File: src/rtl/wrr_pkg.sv
`timescale 1ns/1ps
package wrr_pkg;
    // width of an index into n entries, never below one bit
    function automatic int unsigned idx_bits(input int unsigned n);
        return (n < 2) ? 1 : $clog2(n);
    endfunction
endpackage

File: src/rtl/wrr_next_pick.sv
`timescale 1ns/1ps
// Cyclic search for the first request strictly after start, wrapping to start last.
module wrr_next_pick #(
    parameter int unsigned N_REQ = 3,
    parameter int unsigned IW    = 2
) (
    input  logic [N_REQ-1:0] req,
    input  logic [IW-1:0]    start,
    output logic             found,
    output logic [IW-1:0]    pick
);
    always_comb begin
        found = 1'b0;
        pick  = start;
        // walk from the farthest candidate back so the nearest one wins
        for (int k = N_REQ; k >= 1; k--) begin
            int idx;
            idx = (int'(start) + k) % N_REQ;
            if (req[idx]) begin
                found = 1'b1;
                pick  = IW'(idx);
            end
        end
    end
endmodule

File: src/rtl/wrr_weight_sel.sv
`timescale 1ns/1ps
// Selects the slice length of one requester from the packed parameter.
module wrr_weight_sel #(
    parameter int unsigned N_REQ = 3,
    parameter int unsigned CNT_W = 4,
    parameter int unsigned IW    = 2,
    parameter logic [N_REQ*CNT_W-1:0] SLICE_LEN = '1
) (
    input  logic [IW-1:0]    idx,
    output logic [CNT_W-1:0] len
);
    always_comb begin
        len = '0;
        for (int i = 0; i < N_REQ; i++) begin
            if (idx == IW'(i)) len = SLICE_LEN[i*CNT_W +: CNT_W];
        end
    end
endmodule

File: src/rtl/wrr_slice_arbiter.sv
`timescale 1ns/1ps
module wrr_slice_arbiter #(
    parameter int unsigned N_REQ = 3,
    parameter int unsigned CNT_W = 4,
    parameter logic [N_REQ*CNT_W-1:0] SLICE_LEN = {4'd5, 4'd3, 4'd2}
) (
    input  logic             clk,
    input  logic             rst,
    input  logic [N_REQ-1:0] req,
    output logic [N_REQ-1:0] gnt
);
    localparam int unsigned IW = wrr_pkg::idx_bits(N_REQ);

    typedef struct packed {
        logic             active;  // an owner holds a live slice
        logic [IW-1:0]    ptr;     // current or last owner
        logic [CNT_W-1:0] left;    // cycles still owed after this one
    } arb_state_t;

    arb_state_t state_q, state_d;

    logic             cand_found;
    logic [IW-1:0]    cand_idx;
    logic [CNT_W-1:0] cand_len;

    wrr_next_pick #(.N_REQ(N_REQ), .IW(IW)) u_pick (
        .req   (req),
        .start (state_q.ptr),
        .found (cand_found),
        .pick  (cand_idx)
    );

    wrr_weight_sel #(.N_REQ(N_REQ), .CNT_W(CNT_W), .IW(IW), .SLICE_LEN(SLICE_LEN)) u_len (
        .idx (cand_idx),
        .len (cand_len)
    );

    always_comb begin
        state_d = state_q;
        gnt     = '0;
        if (state_q.active && req[state_q.ptr] && (state_q.left != '0)) begin
            gnt[state_q.ptr] = 1'b1;
            state_d.left     = state_q.left - 1'b1;
        end else if (cand_found) begin
            gnt[cand_idx]  = 1'b1;
            state_d.active = 1'b1;
            state_d.ptr    = cand_idx;
            state_d.left   = cand_len - 1'b1;
        end else begin
            state_d.active = 1'b0;
            state_d.left   = '0;
        end
    end

    always_ff @(posedge clk) begin
        if (rst) begin
            state_q.active <= 1'b0;
            state_q.ptr    <= IW'(N_REQ - 1);
            state_q.left   <= '0;
        end else begin
            state_q <= state_d;
        end
    end
endmodule

File: config.mk
export PLATFORM = sky130hd
export DESIGN_NAME = wrr_slice_arbiter
export DESIGN_NICKNAME = d
export VERILOG_FILES = /design/src/rtl/wrr_pkg.sv /design/src/rtl/wrr_next_pick.sv /design/src/rtl/wrr_weight_sel.sv /design/src/rtl/wrr_slice_arbiter.sv
export SDC_FILE = /design/constraint.sdc
export NUM_CORES = 1
export LEC_CHECK = 0
export BUFFER_PORTS_ARGS = -buffer_cell sky130_fd_sc_hd__clkbuf_2
export CORE_AREA = 2 2 39 41
export CTS_CLUSTER_SIZE = 16
export DETAILED_ROUTE_END_ITERATION = 16
export DIE_AREA = 0 0 41 43
export GPL_ROUTABILITY_DRIVEN = 0
export GPL_TIMING_DRIVEN = 0
export PLACE_DENSITY = 0.76
export SYNTH_ARGS = -nofsm -noshare
export SYNTH_HDL_FRONTEND = slang
export SYNTH_SLANG_ARGS = --single-unit
File: constraint.sdc
create_clock -name clk -period 4.7 [get_ports clk]
set_input_delay 0.705 -clock clk [delete_from_list [all_inputs] [get_ports clk]]
set_output_delay 0.705 -clock clk [all_outputs]
set_load 0.01 [all_outputs]
==> results by group <==
Outcome
  • Status: finished clean

Cells and area
  • ANT cells: 0
  • Biggest register: state_q
  • Util after Layout: 0.586
  • Share of cells above drive strength 1: 0.202
  • P&R area growth vs syn: 10.4%
  • Final net count: approximately 120
  • Max reg flops: 7
  • Largest regs: state_q: 7 flops

STA
  • Final hold vios: 0
  • Slew @ Worst Pin: 454 ps
  • Clk_skew: between 5 and 6 ps
  • Final worst hold slack: around 540 ps
  • Period minus WS final: 3670 ps
  • Endpoints failing setup: 0
  • RSZ-0062 raised after global routing: false
  • Final Slew Violations: 0
  • Max Clk Rate: approximately 0.27 GHz
  • Relative slew margins: 0.696
  • Setup TNS: 0 ps
  • Final worst path period share: 0.781

Global route
  • Met2 usage: 0.331
  • First-pass GRT wire length: ~2500 um
  • Final global-route overflow total: 0
  • Largest net degree at the start of global routing: 11
  • Number of global-route vias before repair: about 640
  • Met3 Track Usage GR: 0.0785
  • GR Util met1: 0.250
  • Initial antenna violation count: 0
  • GRT Total Usage: 0.204
  • GR peak layer: met2

Synth
  • Seq cells post-synth: 7
  • Top cells by count, synth: 11 x ha_1, 10 x nand2_1, 8 x a21oi_1, 8 x inv_1, 7 x dfxtp_1
  • Sequential-to-total area share from yosys stat: 0.191
  • Synth Warn #: 0
  • Synth unique cells: 35
  • Post-Synthesis Cells: 89
  • FFs w/ async S/R, synth: 0
  • Area leader, netlist: dfxtp_1
  • Top_reg_cell synth: dfxtp_1
  • Largest cells by area after synthesis: dfxtp_1 19%, ha_1 19%, a21oi_1 5.5%, nand2_1 5.1%, inv_1 4.1%
  • Number of synthesized flops with an enable pin: 0
  • Post-Syn Nets: ~110
  • Synth Area per Inst: ~8.3 um2
  • Cell Area, Synth: about 730 um2
  • Synth top area share: 0.191
  • Most common cell in the netlist: ha_1

Die
  • IO Count: 8
  • Die Height: roughly 43 um
  • Die extent in x: roughly 40 um
  • Initial Utilization: 0.531
  • # rows: 14
  • Core Region: 1380 um2
  • Die area: 1760 um2

Clock network
  • Root Buffer: clkbuf_4
  • CTS resizes: 0
  • CTS Buf Count: 3
  • Clk pin slew, worst setup/hold paths: about 50 ps
  • CTS H-tree depth: 1
  • CTS hold repair buffers: 0
  • CTS tree: yes
  • Clk sinks: 7
  • CTS Buffer Depth: 2
  • Post CTS Setup Buffer Count: 0
  • Clock Latency Late Sink: around 250 ps

Detailed routing
  • Vias/cell: ~5.6
  • DRC: 0
  • Routed WL: between 1000 and 1500 um
  • Vias: approximately 650
  • Drt pass-1 iters: 4
  • Detail Route Antenna Nets: 0
  • WL/cell: between 10 and 15 um
  • DR iter-0 viols: 9

Setup path
  • CP Capture Type: output port
  • Max FO, Critical Path: 8
  • Crit path from: state_q[4]
  • Worst EP arrival: 2960 ps
  • Startpoint Class: register
  • Critical setup path kind: reg2out
  • Startpoint of the worst register-to-register path: state_q[4]
  • Req. time, crit path: ~4000 ps

Run
  • Max cap viols: 0

Place
  • Dpl hpwl: 1170 um
  • Port bufs: 6

Hold path
  • Worst Min Path Start: state_q[0]
  • Hold Path Class: reg2reg

Power and ir drop
  • Power Density: approximately 680 nW/um2
  • Worst vdd ir: about 0.37 mV
  • Pleak: 0.000384 uW
layout make-up:
cell class | count | area (um2)
well taps | 16 | 20.0
plain buffers | 3 | 20.0
clock buffers | 4 | 26.3
repair buffers | 6 | 30.0
inverters | 9 | 33.8
flip-flops and latches | 7 | 140
fillers | 114 | 573
multi-input cells | 70 | 541
routing by layer:
metal  up-vias  wire length [um]
met5         -                 0
met2        13               730
met3         0                48
met1       298               678
li1        335                 -
met4         0                 0
layout by cell type, fill, tap and decap left out, drive strengths merged, types with 2 or more instances in the layout:
master	instances
a21o	2
a21oi	9
buf	2
clkbuf	11
dfxtp	7
ha	11
inv	9
mux2	3
nand2	10
nand2b	2
nand3b	3
nor2	6
nor3	2
o21ai	6
xor2	2
critical path, stage by stage, from the launching register on:
cell and delay [ps]:
dfxtp_1 520, inv_1 160, ha_1 300, mux2_4 320, a22o_1 230, a21o_1 160, a31oi_1 360, inv_1 150
ha_1 230, nand2_1 60, o22ai_1 80, clkbuf_2 140
power by group:
group / leakage (uW) / internal [uW] / switching, uW
sequential: 0.0000579 / 81.0 / 24.1
combinational: 0.000311 / 171 / 223
clock: 0.0000150 / 32.3 / 21.1
total: 0.000384 / 285 / 268
stage by stage:
stage,total power [uW],std cells,cell area [um2],worst slack (ps)
after detailed placement,500,111,785,1240
final,553,115,811,1030
after CTS,557,115,811,982
after floorplan,412,89,734,1650
after global routing,614,115,811,802
after global placement,485,111,785,1320
cell families (layout without fill, tap and decap cells):
family,Yosys count,count (layout),share of synthesized area
AOI/OAI and AO/OA,27,27,0.290
DFF,7,7,0.191
adders and majority gates,11,11,0.187
muxes,3,3,0.0511
and+or+nand+nor,27,27,0.184
buffers and inverters,12,22,0.0732
xor gates and xnor gates,2,2,0.0239
worst paths after layout:
check	to	slack [ps]	cells after the start
worst min register to register	state_q[0]	540	3
worst max-delay path	gnt[1]	1030	11
worst min-delay path	state_q[0]	540	3
worst max register to register	state_q[1]	1710	12
No activity file was read; power rests on OpenSTA's default activity.
